## config.mk

```make
export PLATFORM = sky130hd
export DESIGN_NAME = irq_prio_arbiter
export DESIGN_NICKNAME = d
export VERILOG_FILES = /design/src/rtl/irq_prio_pkg.sv /design/src/rtl/irq_prio_regs.sv /design/src/rtl/irq_prio_select.sv /design/src/rtl/irq_svc_stack.sv /design/src/rtl/irq_prio_arbiter.sv
export SDC_FILE = /design/constraint.sdc
export NUM_CORES = 1
export LEC_CHECK = 0
export ABC_AREA = 1
export BUFFER_PORTS_ARGS = -buffer_cell sky130_fd_sc_hd__buf_4
export CAP_MARGIN = 10
export CORE_ASPECT_RATIO = 0.9
export CORE_MARGIN = 4
export CORE_UTILIZATION = 50
export CTS_BUF_LIST = sky130_fd_sc_hd__clkbuf_16
export CTS_CLUSTER_DIAMETER = 150
export DETAILED_ROUTE_END_ITERATION = 8
export PLACE_DENSITY = 0.77
export SETUP_SLACK_MARGIN = 0.5
export SLEW_MARGIN = 20
export SYNTH_ARGS = -nofsm -noshare
export SYNTH_HDL_FRONTEND = slang
export SYNTH_SLANG_ARGS = --single-unit
```

## constraint.sdc

```tcl
create_clock -name clk -period 5.1 [get_ports clk]
set_clock_uncertainty 0.15 [all_clocks]
set_input_delay 1.02 -clock clk [delete_from_list [all_inputs] [get_ports clk]]
set_output_delay 1.02 -clock clk [all_outputs]
set_load 0.02 [all_outputs]
```

## src/rtl/irq_prio_pkg.sv

```systemverilog
// Package: shared constants for the interrupt priority arbiter.
// Assumes an 8-bit register space and five interrupt sources.
package irq_prio_pkg;
    localparam int unsigned NUM_SRC   = 5;
    localparam int unsigned LEVEL_W   = 2;
    localparam int unsigned REG_DW    = 8;
    localparam int unsigned REG_AW    = 8;
    localparam logic [7:0]  PRIO_LO_ADDR = 8'hB8;
    localparam logic [7:0]  PRIO_HI_ADDR = 8'hB7;
endpackage

```

## src/rtl/irq_prio_regs.sv

```systemverilog
// Module: priority register pair.
// What it does: holds the low-bit and high-bit priority registers. It accepts
// byte writes to both registers and single-bit writes to the low register
// only. It returns zero in reserved bits and for unknown addresses.
// Assumes: a byte write and a bit write in the same cycle are resolved in
// favour of the byte write.
module irq_prio_regs #(
    parameter int unsigned NSRC    = 5,
    parameter int unsigned DW      = 8,
    parameter int unsigned AW      = 8,
    parameter logic [AW-1:0] LO_ADDR = 8'hB8,
    parameter logic [AW-1:0] HI_ADDR = 8'hB7,
    localparam int unsigned BSEL_W = $clog2(DW)
) (
    input  logic              clk,
    input  logic              rst_n,
    input  logic [AW-1:0]     addr,
    input  logic [DW-1:0]     wdata,
    input  logic              wr_en,
    input  logic              bit_wr_en,
    input  logic [BSEL_W-1:0] bit_sel,
    input  logic              bit_val,
    output logic [DW-1:0]     rdata,
    output logic [NSRC-1:0]   prio_lo,
    output logic [NSRC-1:0]   prio_hi
);

    logic [NSRC-1:0] lo_bit_nxt;

    // Low register image after a possible single-bit write.
    always_comb begin
        lo_bit_nxt = prio_lo;
        for (int i = 0; i < NSRC; i++) begin
            if (bit_sel == BSEL_W'(i)) lo_bit_nxt[i] = bit_val;
        end
    end

    // Register update: byte writes first, then bit writes to the low register.
    always_ff @(posedge clk) begin
        if (!rst_n) begin
            prio_lo <= '0;
            prio_hi <= '0;
        end else if (wr_en) begin
            if (addr == LO_ADDR) prio_lo <= wdata[NSRC-1:0];
            if (addr == HI_ADDR) prio_hi <= wdata[NSRC-1:0];
        end else if (bit_wr_en && addr == LO_ADDR) begin
            prio_lo <= lo_bit_nxt;
        end
    end

    // Read mux with zero-filled reserved bits.
    always_comb begin
        rdata = '0;
        if (addr == LO_ADDR) rdata[NSRC-1:0] = prio_lo;
        if (addr == HI_ADDR) rdata[NSRC-1:0] = prio_hi;
    end

    p_rsvd_zero_r2: assert property (@(posedge clk) disable iff (!rst_n)
        rdata[DW-1:NSRC] == '0);

    p_hi_bitwr_ignored_r3: assert property (@(posedge clk) disable iff (!rst_n)
        (bit_wr_en && !wr_en && addr == HI_ADDR) |=> $stable(prio_hi));

endmodule

```

## src/rtl/irq_prio_select.sv

```systemverilog
// Module: combinational winner selection.
// What it does: forms each source's level from the register pair. It keeps
// the sources that are pending, enabled and strictly above the in-service
// level. It picks the highest level, and the lowest index breaks a tie.
// Assumes: cur_lvl is meaningful only when cur_valid is 1.
module irq_prio_select #(
    parameter int unsigned NSRC  = 5,
    parameter int unsigned LVL_W = 2,
    localparam int unsigned IDX_W = $clog2(NSRC)
) (
    input  logic [NSRC-1:0]  prio_lo,
    input  logic [NSRC-1:0]  prio_hi,
    input  logic [NSRC-1:0]  pend,
    input  logic [NSRC-1:0]  en,
    input  logic             cur_valid,
    input  logic [LVL_W-1:0] cur_lvl,
    output logic             cand_valid,
    output logic [IDX_W-1:0] cand_idx,
    output logic [LVL_W-1:0] cand_lvl
);

    logic [LVL_W-1:0] src_lvl [NSRC];
    logic [NSRC-1:0]  elig;

    for (genvar g = 0; g < NSRC; g++) begin : g_src
        // Level per source and its eligibility against the in-service level.
        always_comb begin
            src_lvl[g] = LVL_W'({prio_hi[g], prio_lo[g]});
            elig[g]    = pend[g] && en[g] && (!cur_valid || (src_lvl[g] > cur_lvl));
        end
    end

    // Scan from the highest index down so that a lower index wins a tie.
    always_comb begin
        cand_valid = 1'b0;
        cand_idx   = '0;
        cand_lvl   = '0;
        for (int i = NSRC - 1; i >= 0; i--) begin
            if (elig[i] && (!cand_valid || src_lvl[i] >= cand_lvl)) begin
                cand_valid = 1'b1;
                cand_idx   = IDX_W'(i);
                cand_lvl   = src_lvl[i];
            end
        end
    end

endmodule

```

## src/rtl/irq_svc_stack.sv

```systemverilog
// Module: in-service level stack.
// What it does: records the level of each handler entered and exposes the
// innermost one. In the same cycle a pop is applied before a push.
// Assumes: pushed levels strictly increase, so DEPTH equals the number of
// levels and the stack cannot overflow.
module irq_svc_stack #(
    parameter int unsigned DEPTH = 4,
    parameter int unsigned LVL_W = 2,
    localparam int unsigned CNT_W = $clog2(DEPTH + 1)
) (
    input  logic             clk,
    input  logic             rst_n,
    input  logic             push,
    input  logic [LVL_W-1:0] push_lvl,
    input  logic             pop,
    output logic             top_valid,
    output logic [LVL_W-1:0] top_lvl
);

    logic [CNT_W-1:0] cnt;
    logic [CNT_W-1:0] cnt_popped;
    logic             push_ok;
    logic [LVL_W-1:0] mem [DEPTH];

    // Depth after an optional pop, and whether a push fits.
    always_comb begin
        cnt_popped = (pop && cnt != '0) ? cnt - 1'b1 : cnt;
        push_ok    = push && (cnt_popped < CNT_W'(DEPTH));
    end

    // Depth counter.
    always_ff @(posedge clk) begin
        if (!rst_n)       cnt <= '0;
        else if (push_ok) cnt <= cnt_popped + 1'b1;
        else              cnt <= cnt_popped;
    end

    for (genvar g = 0; g < DEPTH; g++) begin : g_slot
        // One slot is written when a push lands at its position.
        always_ff @(posedge clk) begin
            if (!rst_n)                                   mem[g] <= '0;
            else if (push_ok && cnt_popped == CNT_W'(g))  mem[g] <= push_lvl;
        end
    end

    // Expose the innermost entry.
    always_comb begin
        top_valid = (cnt != '0);
        top_lvl   = '0;
        for (int i = 0; i < DEPTH; i++) begin
            if (cnt == CNT_W'(i + 1)) top_lvl = mem[i];
        end
    end

    p_no_overflow_r11: assert property (@(posedge clk) disable iff (!rst_n)
        (push && !pop) |-> (cnt < CNT_W'(DEPTH)));

    p_push_above_top_r9: assert property (@(posedge clk) disable iff (!rst_n)
        (push && !pop && top_valid) |-> (push_lvl > top_lvl));

    p_pop_empty_r10: assert property (@(posedge clk) disable iff (!rst_n)
        (pop && !push && !top_valid) |=> !top_valid);

endmodule

```

## src/rtl/irq_prio_arbiter.sv

```systemverilog
// Module: four-level interrupt priority arbiter (top).
// What it does: ties the priority registers, the winner selection and the
// in-service stack together. It registers one decision per machine cycle
// and holds a raised request until the CPU acknowledges it or the source
// withdraws.
// Assumes: cpu_ack is asserted only for one cycle per accepted request, and
// reti is asserted once per handler exit.
module irq_prio_arbiter #(
    parameter int unsigned NSRC  = irq_prio_pkg::NUM_SRC,
    parameter int unsigned LVL_W = irq_prio_pkg::LEVEL_W,
    parameter int unsigned DW    = irq_prio_pkg::REG_DW,
    parameter int unsigned AW    = irq_prio_pkg::REG_AW,
    localparam int unsigned IDX_W  = $clog2(NSRC),
    localparam int unsigned BSEL_W = $clog2(DW),
    localparam int unsigned DEPTH  = 1 << LVL_W
) (
    input  logic              clk,
    input  logic              rst_n,
    input  logic [AW-1:0]     sfr_addr,
    input  logic [DW-1:0]     sfr_wdata,
    input  logic              sfr_wr,
    input  logic              sfr_bit_wr,
    input  logic [BSEL_W-1:0] sfr_bit_sel,
    input  logic              sfr_bit_val,
    output logic [DW-1:0]     sfr_rdata,
    input  logic [NSRC-1:0]   irq_pend,
    input  logic [NSRC-1:0]   irq_en,
    input  logic              cpu_ack,
    input  logic              reti,
    output logic              irq_req,
    output logic [IDX_W-1:0]  irq_vec,
    output logic              svc_active,
    output logic [LVL_W-1:0]  svc_lvl
);

    logic [NSRC-1:0]  prio_lo;
    logic [NSRC-1:0]  prio_hi;
    logic             cand_valid;
    logic [IDX_W-1:0] cand_idx;
    logic [LVL_W-1:0] cand_lvl;
    logic             req_q;
    logic [IDX_W-1:0] vec_q;
    logic [LVL_W-1:0] lvl_q;
    logic             held_live;
    logic             take;

    irq_prio_regs #(
        .NSRC(NSRC), .DW(DW), .AW(AW),
        .LO_ADDR(AW'(irq_prio_pkg::PRIO_LO_ADDR)),
        .HI_ADDR(AW'(irq_prio_pkg::PRIO_HI_ADDR))
    ) u_regs (
        .clk(clk), .rst_n(rst_n), .addr(sfr_addr), .wdata(sfr_wdata),
        .wr_en(sfr_wr), .bit_wr_en(sfr_bit_wr), .bit_sel(sfr_bit_sel),
        .bit_val(sfr_bit_val), .rdata(sfr_rdata),
        .prio_lo(prio_lo), .prio_hi(prio_hi)
    );

    irq_prio_select #(.NSRC(NSRC), .LVL_W(LVL_W)) u_select (
        .prio_lo(prio_lo), .prio_hi(prio_hi), .pend(irq_pend), .en(irq_en),
        .cur_valid(svc_active), .cur_lvl(svc_lvl),
        .cand_valid(cand_valid), .cand_idx(cand_idx), .cand_lvl(cand_lvl)
    );

    irq_svc_stack #(.DEPTH(DEPTH), .LVL_W(LVL_W)) u_stack (
        .clk(clk), .rst_n(rst_n), .push(take), .push_lvl(lvl_q), .pop(reti),
        .top_valid(svc_active), .top_lvl(svc_lvl)
    );

    // Is the source behind the raised request still pending and enabled?
    always_comb begin
        held_live = 1'b0;
        for (int i = 0; i < NSRC; i++) begin
            if (vec_q == IDX_W'(i)) held_live = irq_pend[i] && irq_en[i];
        end
        take = req_q && cpu_ack;
    end

    // Registered decision: accept, hold, withdraw or re-arbitrate.
    always_ff @(posedge clk) begin
        if (!rst_n) begin
            req_q <= 1'b0;
            vec_q <= '0;
            lvl_q <= '0;
        end else if (take) begin
            req_q <= 1'b0;
        end else if (req_q) begin
            req_q <= held_live;
        end else begin
            req_q <= cand_valid;
            vec_q <= cand_idx;
            lvl_q <= cand_lvl;
        end
    end

    assign irq_req = req_q;
    assign irq_vec = vec_q;

    p_vec_held_r7: assert property (@(posedge clk) disable iff (!rst_n)
        (irq_req && !cpu_ack && held_live) |=> (irq_req && $stable(irq_vec)));

    p_ack_clears_r8: assert property (@(posedge clk) disable iff (!rst_n)
        (irq_req && cpu_ack) |=> (!irq_req && svc_active));

    p_vec_range_r5: assert property (@(posedge clk) disable iff (!rst_n)
        irq_req |-> (irq_vec < IDX_W'(NSRC)));

    p_ack_level_r8: assert property (@(posedge clk) disable iff (!rst_n)
        (irq_req && cpu_ack && !reti) |=> (svc_lvl == $past(lvl_q)));

endmodule

```

==> reports/results.ini <==
[yosys]
seq_area_frac_synth_pct = 26.3
yosys.area.top_type_share_pct = 16.1
synth_compound_area_share_pct = 16.7
syn_inst = 328
synth_top_family_by_area = simple AND/OR/NAND/NOR gates
yosys_warnings = 0
yosys-top-cells-area = dfxtp_1, ha_1, nand2_1
syn_avg_cell_area_um2 = 7.20
synth_flop_cell = dfxtp_1
synth.area.mux_share_pct = 0
synth_cell_types = 35
yosys.area.top_type = dfxtp_1
synth_seq_cells = 27
synth_edf_count = 8
synthSimpleGateAreaFrac_pct = 30.3
synth_xor_area_share_pct = 0.742
syn_area_mm2 = 0.00236
synthAdderAreaFrac_pct = 14.8
postSynth.asyncResetShare_pct = 0

[timing]
worst_pin_slew_ps = 629
final-hold-violation-count = 0
slew_viol_final = 0
setup_ws_ps = -565
fin_crit_ps = 5660
fin_crit_sh_pct = 111
rsz0062_at_grt = yes
max_freq_mhz = 177
setup_viol = 5
slew_headroom_pct = 58.0

[final_layout]
drive_above_1_share_pct = 47.0
diodes = 0
fillers = 265
final_cell_mix = buf_4, nand2_1, inv_1
nets = 493
final_common_cell = buf_4
final_util_pct = 79.3
area_growth_syn_to_layout_pct = 51.7

[power]
ir_drop_v = 0.000333
power_mw = 1.67
powerDensity_mw_per_mm2 = 466
p_leak_nw = 1.65

[clocking]
ctsHoldBuffers = 0
cts_inserted_buffers = 3
clock_path_buffers = 2
cts_root_buf = clkbuf_16
cts.clk_slew.worst_paths_ps = 70
clock_latency_ps = 270
numClockSinks = 27
cts_max_level = 1
cts_tree = done

[flow_run]
maxCapViolCount = 0

[route]
wl_per_cell_um = 17.6
drt-pass1-iter-count = 5
viasPerCell = 5.73
drc = 0
first_iter_violations = 245
drt_wl_total_um = 8630
ant_nets = 0
vias = 2809

[critical_path]
arrival_ps = 5730
cpPeakStageDelay_ps = 370
crit_top_cell = nand2_2
cp_slowest_cell = dfxtp_4
critPathLaunchType = register
cp-end-kind = register
cp.required_ps = 5160
critPathMaxFanout = 5
crit_type = reg -> reg

[status]
status = finished with violations
violations = setup timing

[placement]
hpwl_um = 4700
dp_slack_ps = -367
port_buffers = 44
place_congestion = 0.821

[die]
core-area_mm2 = 0.00452
dieArea_mm2 = 0.00589
num_rows = 23
die_w_um = 80.5
io_pins = 51
initial_core_util_pct = 52.3
fp.dieH_um = 73.2

[grt]
grt_usage_pct = 27.0
antenna_found_initial = 0
grt_pass1_vias = 2693
grt_pass1_wl_um = 12300
grt_max_degree = 18
grt_overflow_total = 0

[min_path]
hold_class = reg -> reg

-- cell usage after synthesis, types with 2 or more instances --
master and count:
nand3_1 19, o31ai_1 4, nand2_4 4, o21ai_0 22
buf_4 3, nor4_1 6, nor4_2 3, nand2_2 11
edfxtp_1 8, clkbuf_1 2, inv_2 3, o22ai_1 5
dfxtp_1 19, nand4_1 4, nand3_2 4, a21o_1 4
inv_1 55, a21oi_2 4, o211ai_1 2, nor2_1 12
nand2_1 68, ha_1 28, a21oi_1 24, and2_1 2
xor2_1 2
-- through the flow --
stage,std cells,hold slack [ps],area (µm²),TNS [ps]
3_5_place_dp,458,314,3040,-1690
4_1_cts,480,324,3440,-419
5_1_grt,490,355,3580,-3530
3_3_place_gp,458,306,3040,-808
2_1_floorplan,330,295,2470,-271
6_report,490,320,3580,-2580
-- routing by layer --
layer  wire, µm  vias up  global-route usage (%)
met1       3450     1287                    32.8
li1           -     1284                       -
met5          0        -                       0
met4        552        0                    11.4
met2       3990      176                    47.3
met3        634       62                    4.20
-- timing repair --
action	CTS	global route
endpoints found under the setup margin	5	5
pin swaps	38	30
resized for setup	39	17
buffers inserted	18	10
endpoints found under the hold margin	0	0
-- power breakdown --
part	internal [mW]	leakage [nW]	total, mW	switching [mW]
clock network	0.109	0.0415	0.193	0.0842
registers	0.260	0.239	0.302	0.0422
logic	0.483	1.37	1.17	0.692
-- worst paths after layout --
path | start | to | slack (ps) | cells past startpoint
max | u_stack.cnt[0]$_SDFF_PN0_ | lvl_q[0]$_SDFFE_PN0P_ | -560 | 50
min | u_regs.prio_lo[1]$_SDFFE_PN0P_ | u_regs.prio_lo[1]$_SDFFE_PN0P_ | 320 | 2
max reg2reg | u_stack.cnt[0]$_SDFF_PN0_ | lvl_q[0]$_SDFFE_PN0P_ | -560 | 50
min reg2reg | u_regs.prio_lo[1]$_SDFFE_PN0P_ | u_regs.prio_lo[1]$_SDFFE_PN0P_ | 320 | 2
-- cell families (layout without fill, tap and decap cells) --
| group | Yosys count | in the layout |
|---|---|---|
| compound gates | 68 | 68 |
| buf+inv | 64 | 162 |
| fa+ha+maj | 28 | 28 |
| simple gates | 138 | 138 |
| flops | 27 | 27 |
| xor+xnor | 2 | 2 |
| other cells | 1 | 3 |
-- flip-flops by register name (all words and copies together), names as in the netlist --
signal and flops:
u_stack.mem 8, u_regs.prio_hi 5, u_regs.prio_lo 5, irq_req 1, lvl_q 2, u_stack.cnt 3
irq_vec 3
-- cell type report --
type                            instances  area (µm²)  area share, %
Inverter                               58         228           6.35
Multi-Input combinational cell        239        1810           50.6
Sequential cell                        27         629           17.6
Timing Repair Buffer                  100         751           20.9
Clock inverter                          1        8.76          0.244
Tap cell                               62        77.6           2.16
Clock buffer                            3        75.1           2.09
-- critical path, delay by kind of cell (launching register included) --
| family | cells | cell delay [ps] |
|---|---|---|
| fa+ha+maj | 6 | 1240 |
| compound gates | 6 | 780 |
| simple gates | 29 | 2470 |
| buf+inv | 9 | 580 |
| flops | 1 | 370 |
No activity file was read; power rests on OpenSTA's default activity.
